## src/rtl/dmac_pkg.sv

```systemverilog
package dmac_pkg;

    localparam int DW = 32;

    localparam logic [1:0] WORD_MODE  = 2'd0;
    localparam logic [1:0] WORD_FLAGS = 2'd1;
    localparam logic [1:0] WORD_COUNT = 2'd2;
    localparam logic [1:0] WORD_ADDR  = 2'd3;

    localparam int FLG_EN     = 0;
    localparam int FLG_TO_DEV = 1;
    localparam int FLG_TC     = 8;
    localparam int FLG_MERR   = 9;
    localparam int FLG_AERR   = 10;

    localparam logic [DW-1:0] STATUS_MASK =
        (DW'(1) << FLG_TC) | (DW'(1) << FLG_MERR) | (DW'(1) << FLG_AERR);

    typedef enum logic [1:0] {
        ENG_IDLE  = 2'd0,
        ENG_BURST = 2'd1,
        ENG_DONE  = 2'd2
    } eng_state_e;

    // update from the request engine into one channel's words
    typedef struct packed {
        logic          flags_we;
        logic [DW-1:0] flags_d;
        logic          count_we;
        logic [DW-1:0] count_d;
    } upd_t;

    function automatic logic [DW-1:0] clr_status(input logic [DW-1:0] f);
        return f & ~STATUS_MASK;
    endfunction

    function automatic logic [DW-1:0] min_len(input logic [DW-1:0] a,
                                              input logic [DW-1:0] b);
        return (a < b) ? a : b;
    endfunction

endpackage

```

## src/rtl/dmac_chan_set.sv

```systemverilog
module dmac_chan_set
    import dmac_pkg::*;
(
    input  logic                 clk,
    input  logic                 rst,
    input  logic                 bus_we,
    input  logic [1:0]           bus_word,
    input  logic [DW-1:0]        bus_wdata,
    input  upd_t                 upd,
    output logic [3:0][DW-1:0]   words_q
);

    always_ff @(posedge clk) begin
        if (rst) begin
            words_q <= '0;
        end else begin
            if (bus_we && bus_word == WORD_MODE)
                words_q[WORD_MODE] <= bus_wdata;
            if (bus_we && bus_word == WORD_ADDR)
                words_q[WORD_ADDR] <= bus_wdata;
            // engine update wins over a same-cycle bus write
            if (upd.flags_we)
                words_q[WORD_FLAGS] <= upd.flags_d;
            else if (bus_we && bus_word == WORD_FLAGS)
                words_q[WORD_FLAGS] <= bus_wdata;
            if (upd.count_we)
                words_q[WORD_COUNT] <= upd.count_d;
            else if (bus_we && bus_word == WORD_COUNT)
                words_q[WORD_COUNT] <= bus_wdata;
        end
    end

endmodule

```

## src/rtl/dmac_req_engine.sv

```systemverilog
module dmac_req_engine
    import dmac_pkg::*;
#(
    parameter int NUM_REQ = 4
) (
    input  logic                        clk,
    input  logic                        rst,
    input  logic [NUM_REQ-1:0]          req_valid,
    input  logic [NUM_REQ-1:0]          req_to_dev,
    input  logic [NUM_REQ*DW-1:0]       req_len,
    input  logic [DW-1:0]               ch_flags,
    input  logic [DW-1:0]               ch_count,
    input  logic [DW-1:0]               ch_addr,
    input  logic                        bst_ack,
    output logic [$clog2(NUM_REQ)-1:0]  eng_idx,
    output upd_t                        upd,
    output logic [NUM_REQ-1:0]          irq_set,
    output logic [NUM_REQ-1:0]          req_done,
    output logic                        req_fault,
    output logic                        bst_valid,
    output logic [DW-1:0]               bst_addr,
    output logic [DW-1:0]               bst_len
);

    localparam int IDX_W = $clog2(NUM_REQ);

    eng_state_e        state_q;
    logic [IDX_W-1:0]  idx_q;
    logic [IDX_W-1:0]  pick;
    logic              any_req;
    logic              refuse;
    logic              accept;
    logic [DW-1:0]     len_sel;

    // fixed priority: lowest port number wins
    always_comb begin
        pick = '0;
        for (int i = NUM_REQ - 1; i >= 0; i--)
            if (req_valid[i]) pick = IDX_W'(i);
    end

    assign any_req = |req_valid;
    assign accept  = (state_q == ENG_IDLE) && any_req;
    assign eng_idx = (state_q == ENG_IDLE) ? pick : idx_q;
    assign len_sel = req_len[int'(pick)*DW +: DW];
    assign refuse  = !ch_flags[FLG_EN] ||
                     (req_to_dev[pick] != ch_flags[FLG_TO_DEV]);

    always_comb begin
        upd     = '0;
        irq_set = '0;
        if (accept) begin
            upd.flags_we = 1'b1;
            upd.flags_d  = clr_status(ch_flags) |
                           (refuse ? (DW'(1) << FLG_MERR) : '0);
            if (refuse) irq_set = NUM_REQ'(1) << pick;
        end else if (state_q == ENG_BURST && bst_ack) begin
            upd.flags_we = 1'b1;
            upd.flags_d  = ch_flags | (DW'(1) << FLG_TC);
            upd.count_we = 1'b1;
            upd.count_d  = ch_count - bst_len;
        end
    end

    always_ff @(posedge clk) begin
        if (rst) begin
            state_q   <= ENG_IDLE;
            idx_q     <= '0;
            req_done  <= '0;
            req_fault <= 1'b0;
            bst_addr  <= '0;
            bst_len   <= '0;
        end else begin
            case (state_q)
                ENG_IDLE: if (any_req) begin
                    idx_q <= pick;
                    if (refuse) begin
                        state_q   <= ENG_DONE;
                        req_done  <= NUM_REQ'(1) << pick;
                        req_fault <= 1'b1;
                    end else begin
                        state_q  <= ENG_BURST;
                        bst_addr <= ch_addr;
                        bst_len  <= min_len(len_sel, ch_count);
                    end
                end
                ENG_BURST: if (bst_ack) begin
                    state_q  <= ENG_DONE;
                    req_done <= NUM_REQ'(1) << idx_q;
                end
                default: begin
                    state_q   <= ENG_IDLE;
                    req_done  <= '0;
                    req_fault <= 1'b0;
                end
            endcase
        end
    end

    assign bst_valid = (state_q == ENG_BURST);

endmodule

```

## src/rtl/dma_chan_ctrl.sv

```systemverilog
module dma_chan_ctrl
    import dmac_pkg::*;
#(
    parameter int NUM_CHAN = 8,
    parameter int NUM_REQ  = 4,
    parameter int ADDR_W   = 10
) (
    input  logic                        clk,
    input  logic                        rst,
    input  logic                        reg_wr,
    input  logic [ADDR_W-1:0]           reg_addr,
    input  logic [DW-1:0]               reg_wdata,
    output logic [DW-1:0]               reg_rdata,
    input  logic [NUM_REQ-1:0]          req_valid,
    input  logic [NUM_REQ-1:0]          req_to_dev,
    input  logic [NUM_REQ*DW-1:0]       req_len,
    output logic [NUM_REQ-1:0]          req_done,
    output logic                        req_fault,
    output logic                        bst_valid,
    output logic [$clog2(NUM_REQ)-1:0]  bst_chan,
    output logic [DW-1:0]               bst_addr,
    output logic [DW-1:0]               bst_len,
    input  logic                        bst_ack
);

    localparam int CHAN_W  = $clog2(NUM_CHAN);
    localparam int IDX_W   = $clog2(NUM_REQ);
    localparam int STRIDE_SH = 5;
    localparam logic [ADDR_W-1:0] BANK_LO  = ADDR_W'(256);
    localparam logic [ADDR_W-1:0] BANK_HI  = ADDR_W'(256 + NUM_CHAN * (1 << STRIDE_SH));
    localparam logic [ADDR_W-1:0] IRQ_ADDR = ADDR_W'(512);

    logic [ADDR_W-1:0]   bank_off;
    logic                in_bank;
    logic                is_irq;
    logic [CHAN_W-1:0]   dec_chan;
    logic [1:0]          dec_word;
    logic [CHAN_W-1:0]   eng_chan;
    logic [IDX_W-1:0]    eng_idx;
    upd_t                upd;
    logic [NUM_REQ-1:0]  irq_set;
    logic [NUM_CHAN-1:0] irq_q;
    logic [3:0][DW-1:0]  ch_words [NUM_CHAN];
    logic                unused_addr_bits;

    assign bank_off = reg_addr - BANK_LO;
    assign in_bank  = (reg_addr >= BANK_LO) && (reg_addr < BANK_HI);
    assign is_irq   = (reg_addr[ADDR_W-1:3] == IRQ_ADDR[ADDR_W-1:3]);
    assign dec_chan = bank_off[STRIDE_SH +: CHAN_W];
    assign dec_word = bank_off[4:3];
    assign unused_addr_bits = ^{bank_off[2:0], bank_off[ADDR_W-1:STRIDE_SH+CHAN_W],
                                reg_addr[2:0]};
    assign eng_chan = CHAN_W'(eng_idx);

    for (genvar c = 0; c < NUM_CHAN; c++) begin : g_chan
        upd_t ch_upd;
        assign ch_upd = (eng_chan == CHAN_W'(c)) ? upd : '0;
        dmac_chan_set i_set (
            .clk       (clk),
            .rst       (rst),
            .bus_we    (reg_wr && in_bank && dec_chan == CHAN_W'(c)),
            .bus_word  (dec_word),
            .bus_wdata (reg_wdata),
            .upd       (ch_upd),
            .words_q   (ch_words[c])
        );
    end

    dmac_req_engine #(.NUM_REQ(NUM_REQ)) i_eng (
        .clk        (clk),
        .rst        (rst),
        .req_valid  (req_valid),
        .req_to_dev (req_to_dev),
        .req_len    (req_len),
        .ch_flags   (ch_words[eng_chan][WORD_FLAGS]),
        .ch_count   (ch_words[eng_chan][WORD_COUNT]),
        .ch_addr    (ch_words[eng_chan][WORD_ADDR]),
        .bst_ack    (bst_ack),
        .eng_idx    (eng_idx),
        .upd        (upd),
        .irq_set    (irq_set),
        .req_done   (req_done),
        .req_fault  (req_fault),
        .bst_valid  (bst_valid),
        .bst_addr   (bst_addr),
        .bst_len    (bst_len)
    );

    assign bst_chan = eng_idx;

    // sticky interrupt sources; not writable from the bus
    always_ff @(posedge clk) begin
        if (rst) irq_q <= '0;
        else     irq_q <= irq_q | NUM_CHAN'(irq_set);
    end

    always_comb begin
        if (in_bank)     reg_rdata = ch_words[dec_chan][dec_word];
        else if (is_irq) reg_rdata = DW'(irq_q);
        else             reg_rdata = '0;
    end

endmodule

```

## config.mk

```make
export PLATFORM = sky130hd
export DESIGN_NAME = dma_chan_ctrl
export DESIGN_NICKNAME = d
export VERILOG_FILES = /design/src/rtl/dmac_pkg.sv /design/src/rtl/dmac_chan_set.sv /design/src/rtl/dmac_req_engine.sv /design/src/rtl/dma_chan_ctrl.sv
export SDC_FILE = /design/constraint.sdc
export NUM_CORES = 2
export LEC_CHECK = 0
export ABC_AREA = 1
export CAP_MARGIN = 30
export CORE_ASPECT_RATIO = 0.8
export CORE_UTILIZATION = 30
export DETAILED_ROUTE_END_ITERATION = 12
export DONT_BUFFER_PORTS = 1
export SYNTH_ARGS = -nofsm -noshare
export SYNTH_HDL_FRONTEND = slang
export SYNTH_SLANG_ARGS = --single-unit
export TNS_END_PERCENT = 10
```

## constraint.sdc

```tcl
create_clock -name clk -period 5.2 [get_ports clk]
set_clock_uncertainty 0.15 [all_clocks]
set_input_delay 1.56 -clock clk [delete_from_list [all_inputs] [get_ports clk]]
set_output_delay 1.56 -clock clk [all_outputs]
set_load 0.01 [all_outputs]
```

==> flow_metrics.py <==
metrics = {
    "run_status": {
        "status": "finished with violations",
        "violations": "setup timing",
    },
    "flow_run": {
        "maxCapViolCount": 0,
    },
    "logic_synthesis": {
        "ys_async_sr_fraction": 0,
        "synth_top_area_share": 0.414,
        "syn_inst": 7464,
        "synth_edf_count": 0,
        "synthTopCellsByArea": "dfxtp_1 (41%), o21ai_0 (12%), a21oi_1 (6.8%), nor2_1 (6.5%), nand2_1 (5.7%)",
        "yosysWarnings": 0,
        "syn-num-nets": 7708,
        "synth_commonest_cells": "o21ai_0 (1250), dfxtp_1 (1101), nor2_1 (915), nand2_1 (808), a21oi_1 (725)",
        "ys_ff_latch": 1101,
        "yosysUniqueCellTypes": 60,
        "netlist_area_sq_um": 53200,
        "synth-seq-area-share": 0.414,
        "synth_flop_cell": "dfxtp_1",
        "yosys.area.top_type": "dfxtp_1",
        "yosysMostFrequentCell": "o21ai_0",
        "avgSynthCellArea_sq_um": 7.13,
    },
    "sta": {
        "setup_viol": 17,
        "fmax_ghz": 0.189,
        "hold_viol": 0,
        "tightest_slew_ns": 1.03,
        "maxSlewHeadroom": 0.310,
        "period_needed_ns": 5.28,
        "fin_crit_sh": 1.02,
        "drv_slew": 0,
        "rsz0062_at_grt": "true",
        "worst_slack_ns": -0.0824,
    },
    "drt": {
        "drc": 0,
        "met1Wirelength_mm": 98.3,
        "via_per_inst": 5.85,
        "wl_met2_mm": 104,
        "routed_wl_mm": 243,
        "wl_met3_mm": 30.1,
        "vias": 57963,
        "drt_iter0_drc": 8219,
        "top_layer_used": "met5",
        "drt-pass1-iter-count": 7,
        "ant_nets": 0,
        "wl_per_cell_um": 24.5,
    },
    "clocking": {
        "numCtsBuffers": 112,
        "cts_num_sinks": 1101,
        "clk_pin_slew_ns": 0.06,
        "insertion_delay_ns": 0.76,
        "postCtsHoldBufs": 0,
        "tritoncts": "done",
        "cts.htree.levels": 3,
        "cts.path.max_buffers": 3,
        "clock-root-buffer": "clkbuf_16",
    },
    "floorplanning": {
        "initial_core_util": 0.304,
        "die_area_sq_um": 179000,
        "die_h_um": 379,
        "ios": 286,
        "core_sq_um": 175000,
        "fp.dieW_um": 473,
        "row_count": 137,
    },
    "power": {
        "ir_drop_mv": 0.288,
        "p_leak_nw": 24.1,
        "p_per_area_nw_per_um2": 421,
    },
    "placed_design": {
        "place.gp.congestion": 0.926,
        "portBuffers": 0,
        "placed_cell_area_sq_um": 58400,
        "dp_hpwl_mm": 158,
        "dp_cells": 9678,
    },
    "final_layout": {
        "ff_latch_area_sq_um": 22000,
        "multi_input_area_sq_um": 27300,
        "nets": 7697,
        "nFillCells": 18148,
        "final_area_sq_um": 63800,
        "final_cells": 9911,
        "fin_util": 0.364,
        "area_growth_pct": 20.0,
        "drive_gt1_frac": 0.128,
    },
    "global_route": {
        "grt_pass1_wl_mm": 356,
        "grt_pass1_vias": 53477,
        "grt-ovfl-total": 0,
        "track_usage": 0.260,
        "antenna_found_initial": 13,
        "grt_max_degree": 138,
    },
    "setup_path": {
        "worstPathArrival_ns": 3.57,
        "path_max_fanout": 8,
        "end_kind": "output pin",
        "path_class": "in2out",
        "cp-start-kind": "input port",
        "worst_ep_required_time_ns": 3.49,
    },
    "hold_path": {
        "min_path_type": "reg2reg",
    },
}
flip-flops by register name (all words and copies together) (netlist names):
name and count:
g_chan.i_set.words_q 1024, i_eng.bst_addr 32, i_eng.bst_len 32, i_eng.idx_q 2
i_eng.req_done 4, i_eng.req_fault 1, i_eng.state_q 2, irq_q 4
worst max-delay path, stage by stage:
cell	delay, ns
clkinvlp_4	0.13
nor2_4	0.20
buf_12	0.21
buf_12	0.15
buf_6	0.13
a22o_1	0.18
a221oi_1	0.07
o221ai_2	0.31
o21ai_2	0.12
buf_4	0.18
a21oi_4	0.15
buf_4	0.15
cell type report:
type                    count  area share
repair buffers            559      0.0817
clock inverters            44      0.0102
clock buffers             161      0.0515
repair inverters            1    0.000176
multi-input cells        5049       0.427
inverters                 629      0.0377
well taps                2363      0.0463
diodes                      4    0.000157
flip-flops and latches   1101       0.345
report_power, final:
| part | total, mW | switching, mW | internal (mW) |
|---|---|---|---|
| combinational | 8.93 | 6.01 | 2.92 |
| clock | 8.76 | 3.72 | 5.04 |
| sequential | 9.16 | 0.323 | 8.84 |
logic make-up after synthesis:
group	count (synthesis)	share of synthesized area
AOI/OAI and AO/OA	2839	0.310
xor gates and xnor gates	5	0.000823
adders and majority gates	62	0.0147
buffers and inverters	1314	0.0938
DFF	1101	0.414
muxes	1	0.000188
and+or+nand+nor	2142	0.166
final timing paths:
path / slack (ns) / startpoint / endpoint / depth (start not counted)
min: 0.30 / g_chan[3].i_set.words_q[3] / g_chan[3].i_set.words_q[3] / 2
min reg2reg: 0.30 / g_chan[3].i_set.words_q[3] / g_chan[3].i_set.words_q[3] / 2
max reg2reg: 0.82 / i_eng.state_q[0] / g_chan[0].i_set.words_q[88] / 20
max: -0.08 / reg_addr[6] / reg_rdata[13] / 12
layout by cell type, fill, tap and decap left out, types with 11 or more instances in the layout:
cell type  Yosys  final
a21oi_1      725    714
buf_4          3    452
clkbuf_1     576     20
dfxtp_1     1101   1101
a31oi_1       64     63
nor2_2         5     33
nand3_1      230    221
ha_1          61     61
clkinv_2       0     22
o21ai_0     1250   1225
o22ai_1      193    178
nand2_1      808    803
nand3_2        2     11
a22o_1        27     26
o21ai_1        9     28
nand4_1      133    133
inv_2         20     20
a41oi_1       16     12
inv_1        599    593
nor2_1       915    880
a221oi_1     209    164
o211ai_1      15     15
clkbuf_8       0     28
o2111ai_1     30     30
a22oi_1      169    165
o21a_1        31     31
bufinv_16      0     13
buf_6          3     35
a221oi_2       0     36
o221ai_1      45     32
o22ai_2        0     14
buf_12         0     56
clkbuf_16      0    116
what timing repair did:
| item | CTS | global route |
|---|---|---|
| pin swaps | 17 | 39 |
| resized for setup | 116 | 139 |
| buffers inserted | 13 | 16 |
| endpoints found under the setup margin | 30 | 32 |
| gates cloned | 2 | 3 |
layer usage:
metal | up-vias | track usage
met5 | - | 0
met4 | 8 | 0.116
met3 | 599 | 0.0610
met2 | 3782 | 0.389
met1 | 27674 | 0.351
li1 | 25900 | -
stage by stage:
step	hold WS, ns	setup WS [ns]	setup TNS (ns)	power (mW)
floorplan	0.274	0.314	0	14.3
global placement	0.282	-0.580	-4.90	17.8
detailed placement	0.288	-0.601	-5.25	17.8
CTS	0.297	-0.0951	-0.617	26.6
global route	0.314	-0.0635	-0.614	28.0
finish	0.299	-0.0824	-0.682	26.9
Note: power is estimated with default switching activity, not from simulation.
